[config.mk]
export PLATFORM = sky130hd
export DESIGN_NAME = ansHandshakeSeq
export DESIGN_NICKNAME = d
export VERILOG_FILES = /design/src/rtl/hsPkg.sv /design/src/rtl/hsRegs.sv /design/src/rtl/hsDatapath.sv /design/src/rtl/hsCtrl.sv /design/src/rtl/ansHandshakeSeq.sv
export SDC_FILE = /design/constraint.sdc
export NUM_CORES = 1
export LEC_CHECK = 0
export ABC_CLOCK_PERIOD_IN_PS = 4800
export BUFFER_PORTS_ARGS = -buffer_cell sky130_fd_sc_hd__clkbuf_2
export CAP_MARGIN = 5
export CORE_MARGIN = 4
export CORE_UTILIZATION = 40
export DETAILED_ROUTE_END_ITERATION = 7
export MAX_ROUTING_LAYER = met4
export PLACE_DENSITY_LB_ADDON = 0.2
export SETUP_SLACK_MARGIN = 0.2
export SKIP_CTS_REPAIR_TIMING = 1
export SLEW_MARGIN = 20
export SYNTH_ARGS = -nofsm -noshare
export SYNTH_HDL_FRONTEND = slang
export SYNTH_SLANG_ARGS = --single-unit
[constraint.sdc]
create_clock -name clk -period 4.8 [get_ports clk]
set_clock_uncertainty 0.1 [all_clocks]
set_input_delay 0.72 -clock clk [delete_from_list [all_inputs] [get_ports clk]]
set_output_delay 0.72 -clock clk [all_outputs]
set_load 0.01 [all_outputs]
[src/rtl/hsPkg.sv]
package hsPkg;
  localparam int REG_W  = 8;
  localparam int NREG   = 9;
  localparam int ADDR_W = 4;

  localparam int REG_TONE_SEC  = 0;
  localparam int REG_TONE_FINE = 1;
  localparam int REG_TONE_GAP  = 2;
  localparam int REG_PLAIN     = 3;
  localparam int REG_SCR_GAP   = 4;
  localparam int REG_SCR       = 5;
  localparam int REG_DLY_LO    = 6;
  localparam int REG_DLY_HI    = 7;
  localparam int REG_RX_LEN    = 8;

  typedef enum logic [2:0] {
    PH_IDLE  = 3'd0,
    PH_TONE  = 3'd1,
    PH_TGAP  = 3'd2,
    PH_PLAIN = 3'd3,
    PH_SGAP  = 3'd4,
    PH_SCR   = 3'd5,
    PH_DDLY  = 3'd6,
    PH_DONE  = 3'd7
  } phase_t;

  typedef struct packed {
    logic   load;
    phase_t loadSel;
    logic   dec;
  } cntStrobe_t;

  function automatic logic [REG_W-1:0] rstVal(input int idx);
    case (idx)
      REG_TONE_SEC:  return 8'h03;
      REG_TONE_FINE: return 8'h5A;
      REG_TONE_GAP:  return 8'h2D;
      REG_PLAIN:     return 8'h5D;
      REG_SCR_GAP:   return 8'h09;
      REG_SCR:       return 8'hA2;
      REG_DLY_LO:    return 8'hCB;
      REG_DLY_HI:    return 8'h08;
      default:       return 8'hA2;
    endcase
  endfunction

  function automatic logic [REG_W-1:0] fastVal(input int idx);
    return (idx == REG_TONE_FINE) ? 8'hF0 : 8'h00;
  endfunction
endpackage

[src/rtl/hsRegs.sv]
module hsRegs
  import hsPkg::*;
(
  input  logic                         clk,
  input  logic                         rstN,
  input  logic                         wrEn,
  input  logic [ADDR_W-1:0]            wrAddr,
  input  logic [REG_W-1:0]             wrData,
  input  logic                         fastLoad,
  output logic [NREG-1:0][REG_W-1:0]   cfgQ
);
  for (genvar i = 0; i < NREG; i++) begin : g_reg
    always_ff @(posedge clk) begin
      if (!rstN)                                cfgQ[i] <= rstVal(i);
      else if (fastLoad)                        cfgQ[i] <= fastVal(i);
      else if (wrEn && wrAddr == ADDR_W'(i))    cfgQ[i] <= wrData;
    end
  end

  // the fast profile wins over a same-cycle write
  a_r9_fast_profile: assert property (@(posedge clk) disable iff (!rstN)
    fastLoad |=> (cfgQ[REG_TONE_FINE] == 8'hF0) && (cfgQ[REG_TONE_SEC] == '0)
                 && (cfgQ[REG_DLY_HI] == '0) && (cfgQ[REG_RX_LEN] == '0));
endmodule

[src/rtl/hsDatapath.sv]
module hsDatapath
  import hsPkg::*;
#(
  parameter int TICKS_PER_SEC  = 600,
  parameter int TICKS_PER_SLOW = 32
) (
  input  logic                        clk,
  input  logic                        rstN,
  input  logic                        tickEn,
  input  cntStrobe_t                  strb,
  input  logic [NREG-1:0][REG_W-1:0]  cfgQ,
  input  logic                        rxOnesIn,
  output logic [6:1]                  zeroMask,
  output logic                        cntLast,
  output logic                        cntZero,
  output logic                        rxQual
);
  localparam int MAX_REG  = (1 << REG_W) - 1;
  localparam int MAX_SEC  = MAX_REG * TICKS_PER_SEC;
  localparam int MAX_SLOW = MAX_REG * TICKS_PER_SLOW;
  localparam int MAX_DLY  = (1 << (2 * REG_W)) - 1;
  localparam int MAX_A    = (MAX_SEC > MAX_SLOW) ? MAX_SEC : MAX_SLOW;
  localparam int MAX_T    = (MAX_A > MAX_DLY) ? MAX_A : MAX_DLY;
  localparam int CNT_W    = $clog2(MAX_T + 1);

  logic [CNT_W-1:0] lenArr [0:7];
  logic [CNT_W-1:0] cnt;
  logic [REG_W-1:0] rxCnt;
  logic [REG_W-1:0] rxLen;

  // phase lengths converted to base ticks
  always_comb begin
    lenArr[PH_IDLE]  = '0;
    lenArr[PH_TONE]  = (cfgQ[REG_TONE_SEC] != '0)
                       ? CNT_W'(cfgQ[REG_TONE_SEC]) * CNT_W'(TICKS_PER_SEC)
                       : CNT_W'(cfgQ[REG_TONE_FINE]);
    lenArr[PH_TGAP]  = CNT_W'(cfgQ[REG_TONE_GAP]);
    lenArr[PH_PLAIN] = CNT_W'(cfgQ[REG_PLAIN]);
    lenArr[PH_SGAP]  = CNT_W'(cfgQ[REG_SCR_GAP]) * CNT_W'(TICKS_PER_SLOW);
    lenArr[PH_SCR]   = CNT_W'(cfgQ[REG_SCR]);
    lenArr[PH_DDLY]  = CNT_W'({cfgQ[REG_DLY_HI], cfgQ[REG_DLY_LO]});
    lenArr[PH_DONE]  = '0;
  end

  for (genvar p = 1; p <= 6; p++) begin : g_zero
    assign zeroMask[p] = (lenArr[p] == '0);
  end

  always_ff @(posedge clk) begin
    if (!rstN)          cnt <= '0;
    else if (strb.load) cnt <= lenArr[strb.loadSel];
    else if (strb.dec)  cnt <= cnt - CNT_W'(1);
  end

  assign cntLast = (cnt == CNT_W'(1));
  assign cntZero = (cnt == '0);

  // receive qualification
  assign rxLen = cfgQ[REG_RX_LEN];

  always_ff @(posedge clk) begin
    if (!rstN || !rxOnesIn)         rxCnt <= '0;
    else if (tickEn && rxCnt < rxLen) rxCnt <= rxCnt + REG_W'(1);
  end

  assign rxQual = rxOnesIn && (rxCnt >= rxLen);

  // the timer never wraps below zero
  a_r6_no_underflow: assert property (@(posedge clk) disable iff (!rstN)
    strb.dec |-> !cntZero);

  // with a nonzero length, qualification only rises after a tick edge
  a_r11_rise_on_tick: assert property (@(posedge clk) disable iff (!rstN)
    ($rose(rxQual) && $stable(rxLen) && rxLen != '0) |-> $past(tickEn));
endmodule

[src/rtl/hsCtrl.sv]
module hsCtrl
  import hsPkg::*;
(
  input  logic        clk,
  input  logic        rstN,
  input  logic        tickEn,
  input  logic        start,
  input  logic        abort,
  input  logic [6:1]  zeroMask,
  input  logic        cntLast,
  output phase_t      phase,
  output cntStrobe_t  strb
);
  phase_t nxt;
  logic   active;

  function automatic phase_t firstFrom(input logic [2:0] from, input logic [6:1] zm);
    phase_t r = PH_DONE;
    for (int p = 6; p >= 1; p--) begin
      if (p >= int'(from) && !zm[p]) r = phase_t'(3'(p));
    end
    return r;
  endfunction

  assign active = (phase != PH_IDLE) && (phase != PH_DONE);

  always_comb begin
    nxt  = phase;
    strb = '{load: 1'b0, loadSel: PH_IDLE, dec: 1'b0};
    if (abort) begin
      nxt = PH_IDLE;
    end else if (start && !active) begin
      nxt          = firstFrom(3'(PH_TONE), zeroMask);
      strb.load    = 1'b1;
      strb.loadSel = nxt;
    end else if (tickEn && active) begin
      if (cntLast) begin
        nxt          = firstFrom(3'(phase) + 3'd1, zeroMask);
        strb.load    = 1'b1;
        strb.loadSel = nxt;
      end else begin
        strb.dec = 1'b1;
      end
    end
  end

  always_ff @(posedge clk) begin
    if (!rstN) phase <= PH_IDLE;
    else       phase <= nxt;
  end

  // abort lands in idle
  a_r10_abort_idle: assert property (@(posedge clk) disable iff (!rstN)
    abort |=> phase == PH_IDLE);

  // no tick, no abort -> an active phase holds
  a_r13_hold_no_tick: assert property (@(posedge clk) disable iff (!rstN)
    (!tickEn && !abort && active) |=> $stable(phase));

  // phases only move forward except through abort
  a_r3_forward_only: assert property (@(posedge clk) disable iff (!rstN)
    ($past(phase) != PH_IDLE && $past(phase) != PH_DONE && !$past(abort)
     && phase != $past(phase)) |-> phase > $past(phase));
endmodule

[src/rtl/ansHandshakeSeq.sv]
module ansHandshakeSeq
  import hsPkg::*;
#(
  parameter int TICKS_PER_SEC  = 600,
  parameter int TICKS_PER_SLOW = 32
) (
  input  logic              clk,
  input  logic              rstN,
  input  logic              tickEn,
  input  logic              start,
  input  logic              abort,
  input  logic              fastLoad,
  input  logic              wrEn,
  input  logic [3:0]        wrAddr,
  input  logic [7:0]        wrData,
  input  logic              rxOnesIn,
  output logic              txAnsTone,
  output logic              txUnscrOnes,
  output logic              txScrOnes,
  output logic              txData,
  output logic              rxOnesQual,
  output logic              dataReady
);
  logic [NREG-1:0][REG_W-1:0] cfgQ;
  logic [6:1]                 zeroMask;
  logic                       cntLast;
  logic                       cntZero;
  phase_t                     phase;
  cntStrobe_t                 strb;

  hsRegs u_regs (
    .clk(clk), .rstN(rstN), .wrEn(wrEn), .wrAddr(wrAddr),
    .wrData(wrData), .fastLoad(fastLoad), .cfgQ(cfgQ)
  );

  hsDatapath #(.TICKS_PER_SEC(TICKS_PER_SEC), .TICKS_PER_SLOW(TICKS_PER_SLOW)) u_dp (
    .clk(clk), .rstN(rstN), .tickEn(tickEn), .strb(strb), .cfgQ(cfgQ),
    .rxOnesIn(rxOnesIn), .zeroMask(zeroMask), .cntLast(cntLast),
    .cntZero(cntZero), .rxQual(rxOnesQual)
  );

  hsCtrl u_ctrl (
    .clk(clk), .rstN(rstN), .tickEn(tickEn), .start(start), .abort(abort),
    .zeroMask(zeroMask), .cntLast(cntLast), .phase(phase), .strb(strb)
  );

  assign txAnsTone   = (phase == PH_TONE);
  assign txUnscrOnes = (phase == PH_PLAIN) || (phase == PH_SGAP);
  assign txScrOnes   = (phase == PH_SCR) || (phase == PH_DDLY);
  assign txData      = (phase == PH_DONE);
  assign dataReady   = txData && rxOnesQual;

  // a phase is never entered with an empty timer
  a_r8_loaded_when_active: assert property (@(posedge clk) disable iff (!rstN)
    (phase != PH_IDLE && phase != PH_DONE) |-> !cntZero);

  // at most one transmit selection at a time
  a_r3_one_select: assert property (@(posedge clk) disable iff (!rstN)
    $onehot0({txAnsTone, txUnscrOnes, txScrOnes, txData}));
endmodule

-- Word level (Yosys, flattened, before mapping)
Index checks and enable logic that the tools add are counted.
- reduce and logical (&&, ||, !) cells: 57
- mux-type cells: 45
- equality and inequality tests: 16
- bitwise operators: 2
- multiply operators: 1
- $add $sub $neg: 3
- order comparisons: 9
- operators with widths (operator ; count):
    logical NOT 18 bit ; 6
    2-to-1 mux 18 bit ; 5
    2-to-1 mux 8 bit ; 8
    binary-select mux 18 bit (select 3 bit) ; 1
    2-to-1 mux 3 bit ; 9
    2-to-1 mux 4 bit ; 6
    nonzero test 2 bit ; 12
    logical AND 1 bit ; 21
    == test 18 x 1 -> 1 bit, second input constant ; 1
    subtractor 18 x 1 -> 18 bit, second input constant ; 1
    == test 4 x 3 -> 1 bit, second input constant ; 4
    multiplier 8 x 7 -> 15 bit, second input constant ; 1
    2-to-1 mux 7 bit ; 2
    == test 3 bit, second input constant ; 4
    2-to-1 mux 2 bit ; 6
    2-to-1 mux 6 bit ; 2
    2-to-1 mux 5 bit ; 2
    >= comparator 3 bit, first input constant ; 3
    logical NOT 1 bit ; 9
    adder 8 x 1 -> 8 bit, second input constant ; 1
    == test 4 x 2 -> 1 bit, second input constant ; 2
    >= comparator 8 bit ; 1
    < comparator 8 bit ; 1
    nonzero test 8 bit ; 1
    17 further kinds ; 24
- word-level logic and storage cells: 154
- flip-flop bits (word level): 101
- input port bits: 20
- output and inout bits: 6

-- Logic depth before layout (Yosys ltp)
- depth after elaboration: 18
- mapped depth: 19
- depth with buffers taken out: 17

-- Modules after synthesis
From an unflattened synthesis, not the netlist that was laid out.
- cells, all modules: 878
- area total of the unflattened synthesis: 7115.6 µm²
- by module, submodules not included (module ; cells an instance ; sequential area each (µm²) ; instances ; area an instance (µm²)):
    hsDatapath ; 462 ; 520.5 ; 1 ; 3519.6
    hsRegs ; 349 ; 1441.4 ; 1 ; 3124.2
    hsCtrl ; 59 ; 60.1 ; 1 ; 420.4
    ansHandshakeSeq ; 8 ; 0.0 ; 1 ; 51.3

-- Least setup slack after synthesis
OpenSTA, ideal clock, no wires.
- path type: flip-flop to flip-flop
- start point: reg u_regs.cfgQ[6] (netlist bit)
- end point: reg u_dp.cnt[4]
- data required time: 4.583 ns
- setup slack: -0.174 ns
- buffers on the path: 1
- cell stages (with the launch flop): 18
- library setup time: 0.117 ns
- clock period less this slack: 4.974 ns
- arrival time: 4.756 ns
- cell sequence: dfxtp_1 > ha_1 > ha_1 > inv_1 > fa_1 > inv_1 > fa_1 > ha_1 > nand2_1 > o21bai_1 > a21o_1 > a31oi_1 > a21bo_4 > or4_4 > a211oi_4 > buf_6 > o21ai_0 > a32o_1
- word-level cells in the longest chain between the ends: 15
- elaborated cells between the ends (all ways): 17
- those cells by class: mul: 1; mux: 11; bitwise: 1; reduce/logical: 4
- RTL lines (element ; line ; RTL):
    start: declaration ; hsRegs.sv:10 ; output logic [NREG-1:0][REG_W-1:0] cfgQ
    start signal: indexed assignment ; hsRegs.sv:14 ; if (!rstN) cfgQ[i] <= rstVal(i);
    start signal: indexed assignment ; hsRegs.sv:15 ; else if (fastLoad) cfgQ[i] <= fastVal(i);
    start signal: indexed assignment ; hsRegs.sv:16 ; else if (wrEn && wrAddr == ADDR_W'(i)) cfgQ[i] <= wrData;
    multiplier 8 x 7 -> 15 bit / nonzero test 8 bit (equally long branches) ; hsDatapath.sv:35, hsDatapath.sv:34 ;
    2-to-1 mux 18 bit * ; hsDatapath.sv:35 ; ? CNT_W'(cfgQ[REG_TONE_SEC]) * CNT_W'(TICKS_PER_SEC)
    logical NOT 18 bit ; hsDatapath.sv:46 ; assign zeroMask[p] = (lenArr[p] == '0);
    logical NOT 1 bit ; -- ;
    logical AND 1 bit ; hsCtrl.sv:20 ; if (p >= int'(from) && !zm[p]) r = phase_t'(3'(p));
    2-to-1 mux 3 bit ; hsCtrl.sv:20 ;
    2-to-1 mux 4 bit ; hsCtrl.sv:37 ; if (cntLast) begin
    2-to-1 mux 5 bit ; hsCtrl.sv:36 ; end else if (tickEn && active) begin
    2-to-1 mux 4 bit ; hsCtrl.sv:32 ; end else if (start && !active) begin
    2-to-1 mux 5 bit ; hsCtrl.sv:30 ; if (abort) begin
    inverter 3 -> 4 bit (implied by the code) ; hsDatapath.sv:51 ; else if (strb.load) cnt <= lenArr[strb.loadSel];
    binary-select mux 18 bit (select 3 bit) * ; hsDatapath.sv:51 ;
    2-to-1 mux 18 bit (implied by the code) * (2 in a row) ; hsDatapath.sv:51 ;
    2-to-1 mux 18 bit * ; hsDatapath.sv:51 ;
    end signal: assignment ; hsDatapath.sv:51 ;
    end signal: assignment ; hsDatapath.sv:52 ; else if (strb.dec) cnt <= cnt - CNT_W'(1);
    end: declaration ; hsDatapath.sv:27 ; logic [CNT_W-1:0] cnt;
Every way passes the cells marked *; elsewhere a longest branch is shown, timed or not. The select of a mux whose other input is x is not followed.
A chain may end at the register's enable or synchronous reset.

-- Worst setup path in the final report
- start point: reg u_regs.cfgQ[6] (netlist bit)
- end point: reg u_dp.cnt[8]
The elaborated chain is that of the path after synthesis.

==> qor.csv <==
stage;metric;value;unit
run_status;outcome;finished with violations;
run_status;failing checks;negative setup slack;
route;DRC;0;
worst_setup_path;worst-path maximum fanout;7;
placed_design;Port Buffers;25;
timing;Min Hold Slack;0.4013;ns
clock_tree;CTS sink count;101;
clock_tree;Num CTS Buffers;9;
clock_tree;clk buf depth;2;
finish;share of cells above drive strength 1;17.98;%
worst_setup_path;crit-path cells;ha_4 -> ha_4 -> inv_2 -> fa_1 -> inv_1 -> fa_2 -> ha_4 -> nand2_4 -> o21bai_4 -> a21o_1 -> a221o_2 -> o21ai_4 -> or4_4 -> a211oi_1 -> buf_4 -> or4_4 -> o221ai_1 -> o2111a_1;
logic_synthesis;number of synthesized register bits;101;
power;Pwr Total;2.058;mW
worst_setup_path;Worst R2R Path Depth;18;
floorplan;initial core utilization;41.19;%
timing;final setup fails;2;
global_route;vias in the first global route;6242;
floorplan;Die Ht;141.9;microns
placed_design;Placer Congestion;0.9352;
power;PwrDens;248.4;nW/um^2
global_route;GRT Resource Usage Total;22.53;%
timing;post-layout min period;4.806;ns
floorplan;Core Region;17420;sq um
clock_tree;Skew-Pair Late Insertion Delay;0.36;ns
route;DR iter-0 viols;505;
logic_synthesis;Syn Area/Cell;8.449;sq um
timing;Setup WS post-layout;-0.005700;ns
worst_setup_path;Setup Crit Path Kind;register to register;
min_path;Hold EP;u_regs.cfgQ[67]$_SDFFE_PP0P_;
logic_synthesis;async set-reset flop share out of synthesis;0;%
logic_synthesis;post-synth cell types;88;
global_route;initial antenna violation count;0;
finish;Layout Nets;968;
floorplan;Die ar.;20140;sq um
clock_tree;Root Buffer;clkbuf_16;
worst_setup_path;max incr delay on CP;0.55;ns
clock_tree;Reg clk slew, reported paths;0.08;ns
finish;# diodes;0;
timing;Slew headroom;30.28;%
min_path;hold-critical path depth;2;
worst_setup_path;slowest stage cell on the critical path;or4_4;
worst_setup_path;FF-to-FF Start;u_regs.cfgQ[6]$_SDFFE_PP0P_;
placed_design;DP Wirelength;16390;microns
global_route;first-pass GRT wire length;34900;microns
min_path;hold_sp;u_regs.cfgQ[67]$_SDFFE_PP0P_;
logic_synthesis;Synthesized Nets;932;
timing;final slew viol count;0;
worst_setup_path;most frequent CP cell;ha_4;
min_path;type of the most critical hold path;register to register;
global_route;largest net degree at the start of global routing;34;
route;Final ANT Viol Nets;0;
worst_setup_path;CP startpoint kind;register;
finish;Layout area overhead;15.51;%
power;static leakage;3.575;nW
timing;final hold vios;0;
floorplan;# IOs;26;
timing;fmax;208.1;MHz
route;drt wl/cell;19.65;microns
power;VDD IR max;0.0001771;V
logic_synthesis;Post-Syn Instances;849;
timing;slew at the pin closest to its max-slew limit;1.044;ns
worst_setup_path;CP endpoint kind;register;
worst_setup_path;Worst Path Buf+Inv;3;
global_route;GRT Residual Overflow;0;
clock_tree;CTS H-tree depth;3;
timing;RSZ-0062 raised after global routing;true;
route;Vias/cell;5.830;
logic_synthesis;sequential area share after synthesis;28.19;%
flow_run;max-cap check violation count;0;
floorplan;cell row count;48;
timing;Final Cycle Share;100.1;%
route;Total Wirelength;21910;microns
logic_synthesis;synthesized area;7173;sq um
floorplan;DIE WIDTH;141.9;microns
worst_setup_path;critical path's top delay family;adder cells;
worst_setup_path;R2R setup slack;-0.006;ns
logic_synthesis;top_reg_cell synth;dfxtp_1;
route;first-pass detailed-route iteration total;5;
worst_setup_path;critical path arrival;5.01;ns
clock_tree;CTS tree;built;
worst_setup_path;required time of the critical path;5.00;ns
worst_setup_path;Reg2Reg Capture Point;u_dp.cnt[8]$_SDFFE_PN0P_;
route;via count;6500;
logic_synthesis;Synth warnings;0;
logic_synthesis;Post-synth EDFFs;0;
==> where the power goes <==
group | total, mW | internal [mW] | switching (mW)
clock network | 0.791 | 0.431 | 0.360
logic | 0.356 | 0.137 | 0.219
registers | 0.911 | 0.869 | 0.0418
==> worst max path at each step <==
stage,slack (ns),cells after the start,startpoint,end
6_report,-0.006,18,u_regs.cfgQ[6]$_SDFFE_PP0P_,u_dp.cnt[8]$_SDFFE_PN0P_
5_1_grt,-0.20,18,u_regs.cfgQ[6]$_SDFFE_PP0P_,u_dp.cnt[1]$_SDFFE_PN0P_
4_1_cts,-0.07,17,u_regs.cfgQ[6]$_SDFFE_PP0P_,u_dp.cnt[1]$_SDFFE_PN0P_
3_5_place_dp,-0.03,17,u_regs.cfgQ[6]$_SDFFE_PP0P_,u_dp.cnt[1]$_SDFFE_PN0P_
3_3_place_gp,0.01,15,u_regs.cfgQ[5]$_SDFFE_PP0P_,u_dp.cnt[1]$_SDFFE_PN0P_
2_1_floorplan,0.16,17,u_regs.cfgQ[6]$_SDFFE_PP0P_,u_dp.cnt[4]$_SDFFE_PN0P_
==> routing by layer <==
layer / share of wire, % / up-vias / track usage, %
li1: - / 3187 / -
met1: 50 / 3078 / 32.78
met2: 43 / 206 / 31.98
met3: 5.7 / 29 / 5.022
met4: 1.6 / 0 / 4.747
met5: 0 / - / -
==> placed cells by master (no fill, tap or decap), types with 6 or more instances in the layout <==
| master | netlist | final |
|---|---|---|
| a21oi_1 | 47 | 42 |
| or3_1 | 8 | 8 |
| nor4_1 | 22 | 21 |
| nor3_1 | 20 | 18 |
| and2_1 | 8 | 7 |
| clkbuf_16 | 0 | 11 |
| nand2_1 | 58 | 55 |
| fa_1 | 7 | 6 |
| o21ai_0 | 56 | 54 |
| clkbuf_2 | 0 | 25 |
| a21o_1 | 8 | 8 |
| o221ai_1 | 7 | 6 |
| and3_1 | 13 | 13 |
| nor2b_1 | 6 | 6 |
| nand4_1 | 16 | 16 |
| nor2_1 | 86 | 86 |
| ha_1 | 56 | 51 |
| xor2_1 | 7 | 7 |
| o211ai_1 | 7 | 7 |
| mux2i_1 | 83 | 80 |
| inv_1 | 43 | 42 |
| dfxtp_1 | 101 | 96 |
| nand3_1 | 12 | 11 |
| buf_4 | 1 | 40 |
| o21a_1 | 10 | 10 |
==> through the flow <==
step	utilization (%)	setup TNS (ns)	area [sq um]	instances	worst slack, ns
after floorplan	-	0	7256	849	0.1583
after global placement	44.07	0	7675	1087	0.01130
after detailed placement	44.07	-0.03721	7675	1087	-0.02597
after CTS	45.86	-0.2316	7988	1103	-0.06986
after global routing	47.57	-1.838	8285	1115	-0.2007
final	47.57	-0.01073	8285	1115	-0.005700
==> worst register-to-register path, cell delays in order, from the launching register on <==
cell	delay [ns]
dfxtp_4	0.36
ha_4	0.24
ha_4	0.26
inv_2	0.03
fa_1	0.53
inv_1	0.05
fa_2	0.43
ha_4	0.34
nand2_4	0.06
o21bai_4	0.17
a21o_1	0.21
a221o_2	0.40
o21ai_4	0.11
or4_4	0.20
a211oi_1	0.07
buf_4	0.18
or4_4	0.55
o221ai_1	0.24
o2111a_1	0.21
==> area by class of cell <==
class | count | area (sq um)
inverters | 43 | 161.4
well taps | 225 | 281.5
repair buffers | 70 | 518.0
multi-input cells | 660 | 4979
flip-flops and latches | 101 | 2033
fillers | 1730 | 9131
clock buffers | 11 | 242.7
clock inverters | 5 | 70.07
==> Yosys cell counts (5+ instances only) <==
master    number  area [sq um]
a211oi_1       7         52.55
a21o_1         8         60.06
a21oi_1       47         235.2
a31oi_1        6         37.54
and2_1         8         50.05
and3_1        13         81.33
buf_1          7         26.28
clkbuf_1      27         101.4
clkbuf_8       5         68.82
dfxtp_1      101          2022
fa_1           7         140.1
ha_1          56         700.7
inv_1         43         161.4
mux2_2         5         56.30
mux2i_1       83         830.8
nand2_1       58         217.7
nand3_1       12         60.06
nand4_1       16         100.1
nor2_1        86         322.8
nor2b_1        6         37.54
nor3_1        20         100.1
nor4_1        22         137.6
o211ai_1       7         52.55
o21a_1        10         75.07
o21ai_0       56         280.3
o221ai_1       7         61.31
o31ai_1        6         45.04
or3_1          8         50.05
xnor2_1        5         43.79
xor2_1         7         61.31
==> flip-flops by register name (all words and copies together), names as in the netlist <==
register      cells
u_regs.cfgQ      72
u_dp.cnt         18
u_dp.rxCnt        8
u_ctrl.phase      3
==> cells by family (layout without fill, tap and decap cells) <==
| logic type | Yosys count | in the layout | synth area share, % |
|---|---|---|---|
| compound gates | 209 | 209 | 19.69 |
| xor+xnor | 12 | 12 | 1.465 |
| fa+ha+maj | 63 | 63 | 11.72 |
| buf+inv | 88 | 129 | 5.704 |
| flops | 101 | 101 | 28.19 |
| mux | 88 | 88 | 12.37 |
| simple gates | 288 | 288 | 20.86 |
No activity file was read; power rests on OpenSTA's default activity.
